--- config.mk ---
export PLATFORM = sky130hd
export DESIGN_NAME = byte_fetch_unit
export DESIGN_NICKNAME = d
export VERILOG_FILES = /design/src/rtl/ifu_pkg.sv /design/src/rtl/ifu_seq.sv /design/src/rtl/ifu_pc.sv /design/src/rtl/ifu_ir.sv /design/src/rtl/byte_fetch_unit.sv
export SDC_FILE = /design/constraint.sdc
export NUM_CORES = 1
export LEC_CHECK = 0
export BUFFER_PORTS_ARGS = -buffer_cell sky130_fd_sc_hd__buf_2
export CAP_MARGIN = 20
export CORE_UTILIZATION = 42
export CTS_CLUSTER_DIAMETER = 50
export DETAILED_ROUTE_END_ITERATION = 6
export PLACE_DENSITY = 0.75
export SLEW_MARGIN = 10
export SYNTH_ARGS = -nofsm -noshare
export SYNTH_HDL_FRONTEND = slang
export SYNTH_SLANG_ARGS = --single-unit
--- constraint.sdc ---
create_clock -name clk -period 1.5 [get_ports clk]
set_clock_uncertainty 0.1 [all_clocks]
set_input_delay 0.075 -clock clk [delete_from_list [all_inputs] [get_ports clk]]
set_output_delay 0.075 -clock clk [all_outputs]
set_load 0.03 [all_outputs]
--- src/rtl/ifu_pkg.sv ---
package ifu_pkg;

    localparam int ADDR_W_DEF = 8;
    localparam int BYTE_W_DEF = 8;
    localparam int SLOTS_DEF  = 4;

    typedef enum logic [1:0] {
        PH_FETCH = 2'd0,
        PH_ISSUE = 2'd1,
        PH_HOLD  = 2'd2
    } phase_e;

    // Decoded phase flags handed from the sequencer to the datapath
    typedef struct packed {
        logic fetching;
        logic issue;
        logic hold;
    } seq_ctl_t;

    function automatic logic branch_taken(input logic beq, input logic zf);
        return beq & zf;
    endfunction

endpackage

--- src/rtl/ifu_seq.sv ---
module ifu_seq
    import ifu_pkg::*;
#(
    parameter int SLOTS = SLOTS_DEF
) (
    input  logic             clk,
    input  logic             rst,
    input  logic             next_fetch,
    output seq_ctl_t         ctl,
    output logic [SLOTS-1:0] slot_we
);
    localparam int SLOT_IW = (SLOTS > 1) ? $clog2(SLOTS) : 1;
    localparam logic [SLOT_IW-1:0] LAST_IDX = SLOT_IW'(SLOTS - 1);

    phase_e             phase;
    logic [SLOT_IW-1:0] idx;

    always_ff @(posedge clk) begin
        if (rst) begin
            phase <= PH_FETCH;
            idx   <= '0;
        end else begin
            case (phase)
                PH_FETCH: begin
                    if (idx == LAST_IDX) begin
                        phase <= PH_ISSUE;
                        idx   <= '0;
                    end else begin
                        idx <= idx + SLOT_IW'(1);
                    end
                end
                PH_ISSUE: phase <= PH_HOLD;
                PH_HOLD:  if (next_fetch) phase <= PH_FETCH;
                default:  phase <= PH_FETCH;
            endcase
        end
    end

    always_comb begin
        ctl.fetching = (phase == PH_FETCH);
        ctl.issue    = (phase == PH_ISSUE);
        ctl.hold     = (phase == PH_HOLD);
    end

    for (genvar g = 0; g < SLOTS; g++) begin : g_slot_en
        assign slot_we[g] = ctl.fetching && (idx == SLOT_IW'(g));
    end

    // at most one slot written per cycle
    a_r2_one_slot: assert property (@(posedge clk) disable iff (rst)
        $onehot0(slot_we));

    // the valid cycle lasts one cycle and leads into the wait state
    a_r5_single_pulse: assert property (@(posedge clk) disable iff (rst)
        ctl.issue |=> (!ctl.issue && ctl.hold));

    // waiting persists without a fetch request
    a_r6_keep_waiting: assert property (@(posedge clk) disable iff (rst)
        (ctl.hold && !next_fetch) |=> ctl.hold);

    // a fetch request in the wait state starts slot 0
    a_r6_restart: assert property (@(posedge clk) disable iff (rst)
        (ctl.hold && next_fetch) |=> slot_we[0]);

endmodule

--- src/rtl/ifu_pc.sv ---
module ifu_pc
    import ifu_pkg::*;
#(
    parameter int ADDR_W = ADDR_W_DEF
) (
    input  logic              clk,
    input  logic              rst,
    input  logic              fetching,
    input  logic              hold,
    input  logic              next_fetch,
    input  logic              jump_req,
    input  logic [ADDR_W-1:0] jump_tgt,
    input  logic              beq_req,
    input  logic              zero,
    input  logic [ADDR_W-1:0] beq_tgt,
    output logic [ADDR_W-1:0] pc
);
    logic [ADDR_W-1:0] pc_nxt;
    logic              reload_win;

    assign reload_win = hold && next_fetch;

    always_comb begin
        pc_nxt = pc;
        if (fetching) begin
            pc_nxt = pc + ADDR_W'(1);
        end else if (reload_win) begin
            if (jump_req)
                pc_nxt = jump_tgt;
            else if (branch_taken(beq_req, zero))
                pc_nxt = beq_tgt;
        end
    end

    always_ff @(posedge clk) begin
        if (rst) pc <= '0;
        else     pc <= pc_nxt;
    end

    // one step per fetched byte
    a_r4_step: assert property (@(posedge clk) disable iff (rst)
        fetching |=> (pc == ADDR_W'($past(pc) + ADDR_W'(1))));

    // jump reload, which wins over a branch
    a_r7_jump_load: assert property (@(posedge clk) disable iff (rst)
        (hold && next_fetch && jump_req) |=> (pc == $past(jump_tgt)));

    // taken branch-equal reload
    a_r8_beq_load: assert property (@(posedge clk) disable iff (rst)
        (hold && next_fetch && !jump_req && beq_req && zero) |=> (pc == $past(beq_tgt)));

    // no write outside a fetch or a reload window
    a_r10_pc_quiet: assert property (@(posedge clk) disable iff (rst)
        (!fetching && !(hold && next_fetch)) |=> $stable(pc));

endmodule

--- src/rtl/ifu_ir.sv ---
module ifu_ir
    import ifu_pkg::*;
#(
    parameter int BYTE_W = BYTE_W_DEF,
    parameter int SLOTS  = SLOTS_DEF
) (
    input  logic                    clk,
    input  logic                    rst,
    input  logic [SLOTS-1:0]        slot_we,
    input  logic [BYTE_W-1:0]       rdata,
    output logic [BYTE_W*SLOTS-1:0] instr
);
    for (genvar g = 0; g < SLOTS; g++) begin : g_slot
        always_ff @(posedge clk) begin
            if (rst)
                instr[g*BYTE_W +: BYTE_W] <= '0;
            else if (slot_we[g])
                instr[g*BYTE_W +: BYTE_W] <= rdata;
        end

        // enabled slot takes the returned byte
        a_r3_capture: assert property (@(posedge clk) disable iff (rst)
            slot_we[g] |=> (instr[g*BYTE_W +: BYTE_W] == $past(rdata)));

        // disabled slot keeps its byte
        a_r11_keep: assert property (@(posedge clk) disable iff (rst)
            !slot_we[g] |=> $stable(instr[g*BYTE_W +: BYTE_W]));
    end

endmodule

--- src/rtl/byte_fetch_unit.sv ---
module byte_fetch_unit
    import ifu_pkg::*;
#(
    parameter int ADDR_W = ADDR_W_DEF,
    parameter int BYTE_W = BYTE_W_DEF,
    parameter int SLOTS  = SLOTS_DEF,
    localparam int INSTR_W = BYTE_W * SLOTS
) (
    input  logic               clk,
    input  logic               rst,
    input  logic               next_fetch,
    input  logic               jump_req,
    input  logic [ADDR_W-1:0]  jump_tgt,
    input  logic               beq_req,
    input  logic               zero,
    input  logic [ADDR_W-1:0]  beq_tgt,
    input  logic [BYTE_W-1:0]  mem_rdata,
    output logic               mem_rd,
    output logic [ADDR_W-1:0]  mem_addr,
    output logic [SLOTS-1:0]   slot_we,
    output logic [INSTR_W-1:0] instr,
    output logic               instr_valid,
    output logic [ADDR_W-1:0]  pc
);
    seq_ctl_t ctl;

    ifu_seq #(.SLOTS(SLOTS)) u_seq (
        .clk        (clk),
        .rst        (rst),
        .next_fetch (next_fetch),
        .ctl        (ctl),
        .slot_we    (slot_we)
    );

    ifu_pc #(.ADDR_W(ADDR_W)) u_pc (
        .clk        (clk),
        .rst        (rst),
        .fetching   (ctl.fetching),
        .hold       (ctl.hold),
        .next_fetch (next_fetch),
        .jump_req   (jump_req),
        .jump_tgt   (jump_tgt),
        .beq_req    (beq_req),
        .zero       (zero),
        .beq_tgt    (beq_tgt),
        .pc         (pc)
    );

    ifu_ir #(.BYTE_W(BYTE_W), .SLOTS(SLOTS)) u_ir (
        .clk     (clk),
        .rst     (rst),
        .slot_we (slot_we),
        .rdata   (mem_rdata),
        .instr   (instr)
    );

    // The memory samples the address on the falling edge, so the address
    // comes straight from the counter with no extra stage.
    assign mem_addr    = pc;
    assign mem_rd      = ctl.fetching;
    assign instr_valid = ctl.issue;

    // read request and slot enable always agree
    a_r2_rd_slot_agree: assert property (@(posedge clk) disable iff (rst)
        mem_rd == (slot_we != '0));

    // valid follows the last slot
    a_r5_valid_after_last: assert property (@(posedge clk) disable iff (rst)
        slot_we[SLOTS-1] |=> instr_valid);

endmodule

## After elaboration in Yosys (flattened, before gate mapping)

Index checks and enable logic that the tools add are counted.

| storage, ports and cells | value |
|---|---|
| output and inout port bits | 54 |
| input port bits | 30 |
| word-level logic and storage cells | 36 |
| register bits | 44 |

| cells by class | value |
|---|---|
| add/sub/neg operators | 2 |
| equal/unequal tests | 7 |
| reduce and logical (&&, ||, !) cells | 11 |
| muxes and demuxes | 8 |
| bitwise logic cells | 1 |

Operators by type and width:

| cell | number |
|---|---|
| 2-to-1 mux 8 bit | 4 |
| adder 8 x 1 -> 8 bit (second input constant) | 1 |
| equality test 2 bit (second input constant) | 3 |
| 2-to-1 mux 2 bit | 3 |
| one-hot mux 2 bit (3 select lines) | 1 |
| logical AND 1 bit | 5 |
| equality test 2 x 1 -> 1 bit (second input constant) | 2 |
| logical NOT 2 bit | 2 |
| AND reduction 2 bit | 2 |
| nonzero test 3 bit | 1 |
| adder 2 x 1 -> 2 bit (second input constant) | 1 |
| != test 2 x 1 -> 1 bit (second input constant) | 1 |
| != test 2 bit (second input constant) | 1 |
| nonzero test 2 bit | 1 |
| AND 1 bit | 1 |

## Depth between registers and ports, before layout

| depth | value |
|---|---|
| depth in word-level cells | 5 |
| depth in mapped cells | 7 |
| depth with buffers taken out | 6 |

## Cells and area by module

From an unflattened synthesis, not the netlist that was laid out.

| unflattened totals | value |
|---|---|
| cell total of the unflattened synthesis | 212 |
| area, all modules | 2018.2 um2 |

Modules (own cells, without submodules):

| module | seq. area each (um2) | instances | area an instance (um2) | cells an instance |
|---|---|---|---|---|
| ifu_ir | 640.6 | 1 | 1141.1 | 103 |
| ifu_pc | 160.2 | 1 | 573.0 | 75 |
| ifu_seq | 80.1 | 1 | 244.0 | 26 |
| byte_fetch_unit | 0.0 | 1 | 60.1 | 8 |

## Least setup slack after synthesis

OpenSTA, ideal clock, no wires.

| path | value |
|---|---|
| kind | flip-flop to flip-flop |
| from | register u_pc.pc[0] |
| to | register u_pc.pc[4] |
| path buffers | 0 |
| period minus slack after synthesis | 1.700 ns |
| setup time | 0.091 ns |
| required time | 1.309 ns |
| stages on the path, launching flop included | 5 |
| slack | -0.200 ns |
| arrival | 1.509 ns |
| cell sequence | dfxtp_1 > ha_1 > a41oi_1 > mux2_4 > a311oi_1 |

| on the way | value |
|---|---|
| cells in the longest elaborated chain, start to end | 2 |

Ends and longest elaborated chain:

| item | RTL line | source |
|---|---|---|
| from (decl) | ifu_pc.sv:16 | `output logic [ADDR_W-1:0] pc` |
| from (signal assigned) | ifu_pc.sv:37 | `else pc <= pc_nxt;` |
| adder 8 x 1 -> 8 bit | ifu_pc.sv:26 | `pc_nxt = pc + ADDR_W'(1);` |
| 2-to-1 mux 8 bit | ifu_pc.sv:25 | `if (fetching) begin` |

Every way passes these cells.
A chain may end at the register's enable or synchronous reset.

## Worst setup path after layout

| path | value |
|---|---|
| from | register u_seq.phase[0] |
| to | register u_pc.pc[4] |

| on the way | value |
|---|---|
| cells in the longest elaborated chain, start to end | 4 |
| elaborated cells on any way between the ends | 7 |
| those cells by class | 1 x eq/ne; 1 x mux; 5 x reduce/logical |

Ends and longest elaborated chain:

| item | RTL line | source |
|---|---|---|
| from (decl) | ifu_seq.sv:15 | `phase_e phase;` |
| from (signal assigned) | ifu_seq.sv:20 | `phase <= PH_FETCH;` |
| from (signal assigned) | ifu_seq.sv:26 | `phase <= PH_ISSUE;` |
| from (signal assigned) | ifu_seq.sv:32 | `PH_ISSUE: phase <= PH_HOLD;` |
| equality test 2 bit | ifu_seq.sv:42 | `ctl.hold = (phase == PH_HOLD);` |
| logical AND 1 bit | ifu_pc.sv:21 | `assign reload_win = hold && next_fetch;` |
| nonzero test 2 bit (no line) | n/a |  |
| AND reduction 2 bit (no line) | n/a |  |

Several ways; a longest one is shown, not always the timed one.

==> metrics.md <==
| Metric | Value |
|---|---|
| CTS Buf Count | `5` |
| Grt total ovfl | `0` |
| Proportion of layout cells with a drive suffix above 1 | `40.4%` |
| Slew headroom | `68.1%` |
| Synth area leaders | `dfxtp_1 45%, nand2_1 14%, a21oi_1 10%, buf_4 3.5%, mux2_2 3.5%` |
| Via density | `5.11` |
| Netlist cell types | `39` |
| CTS tree | `built` |
| Worst min path class | `in -> reg` |
| Crit Path Class | `reg -> reg` |
| Routed Antenna Nets | `0` |
| Cell taking the most area after synthesis | `dfxtp_1` |
| Largest net degree at the start of global routing | `25` |
| Post-Syn Area | `0.00194 sq mm` |
| Area Growth Syn to Fin | `39.9%` |
| Worst Setup Slack, final | `0.0238 ns` |
| Startpoint Class | `flip-flop` |
| Post-layout min period | `1.48 ns` |
| Sequential fraction of the synthesis area | `45.4%` |
| CTS max path bufs | `2` |
| Die Y | `70.0 um` |
| Final Hold Viols | `0` |
| Worst-Margin Slew | `0.479 ns` |
| Vias post-DR | `1986` |
| Setup crit end kind | `flip-flop` |
| Routed WL per cell | `13.0 um` |
| Critical Path Slowest Stage Cell | `dfxtp_2` |
| DP HPWL | `3500 um` |
| VDD IR max | `0.000846 V` |
| Commonest non-fill, non-tap cell in the layout | `buf_2` |
| DRC viols | `0` |
| Total power per unit cell area | `1260 mW/mm^2` |
| Die X | `70.0 um` |
| Clock Latency Late Sink | `0.29 ns` |
| Pre-CTS setup slack | `-0.0436 ns` |
| CP Max Fanout | `7` |
| Syn_nets | `274` |
| Number of global-route vias before repair | `1774` |
| Leak Pwr | `0.00125 uW` |
| RSZ-0062 raised after global routing | `true` |
| Synthesis warning total | `0` |
| Final net count | `371` |
| Clock root cell | `clkbuf_8` |
| Max-cap check violation count | `0` |
| Site Rows | `24` |
| Initial Util | `44.2%` |
| # setup viols final | `0` |
| Max-slew violations | `0` |
| Clock sink count | `44` |
| Mean post-synth cell area | `8.11 sq um` |
| Status | `complete, no violations` |
| Initial DRC count | `76` |
| Port Buf Inserts | `83` |
| Arrival time worst endpoint | `1.58 ns` |
| Synth Register Bits | `44` |
| Post-synthesis cell count | `239` |
| Initial antenna violation count | `0` |
| First-pass GRT wire length | `8120 um` |
| R2R Setup Slk | `0.02 ns` |
| Crit-path cells | `or2_4 -> inv_6 -> a41oi_1 -> mux2_4 -> a311oi_2` |
| Top cell type's share of synthesized area | `45.4%` |
| Boundary Pins | `84` |
| Die ar. | `0.00489 sq mm` |
| Critical Path RT | `1.60 ns` |
| H-tree levels | `2` |
| Detailed Routing Iterations Pass 1 | `4` |
| Core area | `0.00438 sq mm` |
| Most frequent cells in the layout | `78 x buf_2, 69 x nand2_1, 40 x a21oi_1, 35 x dfxtp_1, 15 x buf_4` |
| Final WL | `5050 um` |
| Largest stage delay, worst path | `0.33 ns` |
| Layout Utilization | `61.9%` |
| Clk slew on worst S/H paths | `0.08 ns` |
| Max Clock Freq | `0.677 GHz` |
| Ant. Diodes | `0` |
| Global Route Usage Sum | `20.8%` |
| Gpl congestion | `0.848` |
| Fin crit share | `98.4%` |
kinds of logic (layout without fill, tap and decap cells):
kind of cell	count (synthesis)	count (layout)	synth area share (%)
AO/OA/AOI/OAI	54	54	16.2
flip-flops	44	44	45.4
buffers and inverters	26	124	7.35
multiplexers	10	10	5.81
AND/OR/NAND/NOR	100	100	22.0
adder cells (fa/ha/maj)	5	5	3.23
power breakdown:
part	switching [uW]	internal [uW]
Sequential	79.1	1310
Combinational	811	443
Clock	402	374
path summary, 6_finish.rpt:
path,end,start,cells past startpoint
worst max-delay path,u_pc.pc[4],u_seq.phase[0],5
worst min-delay path,u_pc.pc[0],jump_tgt[0],4
worst max register to register,u_pc.pc[4],u_seq.phase[0],5
worst min register to register,u_ir.instr[13],u_ir.instr[13],2
repair_timing:
action | CTS | global route
buffers inserted | 2 | 1
hold buffers | 9 | 0
endpoints found under the hold margin | 33 | 0
resized for setup | 19 | 5
pin swaps | 1 | 0
endpoints found under the setup margin | 6 | 7
per-stage QoR:
stage          total power (uW)  instance area [sq um]  hold WS [ns]  instances  setup TNS [ns]
2_1_floorplan              2190                   1950         0.111        239         -0.0262
3_3_place_gp               2540                   2430         0.255        369               0
3_5_place_dp               2550                   2430         0.261        369         -0.0436
4_1_cts                    3420                   2680        0.0704        388        -0.00428
5_1_grt                    3620                   2710        0.0798        389          -0.111
6_report                   3420                   2710        0.0697        389               0
critical path, delay by kind of cell, from the launching register on:
kind            cells  cell delay [ns]
mux                 1             0.29
compound gates      2             0.31
simple gates        1             0.27
flops               1             0.33
buf+inv             1             0.09
flip-flops by register name, indices dropped and copies added (netlist names):
register     flops
u_ir.instr      32
u_pc.pc          8
u_seq.idx        2
u_seq.phase      2
metal layers:
metal  GRT usage, %  part of all wire [%]
met2           36.0                    47
met1           24.4                    42
met5              0                     0
met3           6.78                   9.7
met4           6.00                   1.1
Yosys cell counts, drive strengths merged:
| cell | n |
|---|---|
| a41oi | 1 |
| nand3b | 1 |
| clkinv | 4 |
| mux2 | 7 |
| a211oi | 1 |
| mux2i | 3 |
| and3 | 1 |
| nand2 | 73 |
| o31a | 1 |
| inv | 5 |
| o31ai | 1 |
| buf | 11 |
| o21ai | 3 |
| and2 | 3 |
| a311oi | 1 |
| dfxtp | 44 |
| nor2 | 10 |
| nor3b | 1 |
| a31oi | 2 |
| a221oi | 1 |
| nand4 | 4 |
| ha | 5 |
| or2b | 1 |
| nor3 | 3 |
| clkbuf | 6 |
| a21oi | 40 |
| nand3 | 1 |
| o2111a | 1 |
| o221ai | 1 |
| o32ai | 1 |
| nand2b | 1 |
| or2 | 1 |
area by class of cell:
type,instances,area (sq um)
tap,52,65.1
clock buffer,7,86.3
timing repair buffer,107,658
clock inverter,1,7.51
fill,389,1670
multi-input combinational,169,951
sequential,44,895
inverter,9,51.3
(Power assumes the default switching activity.)
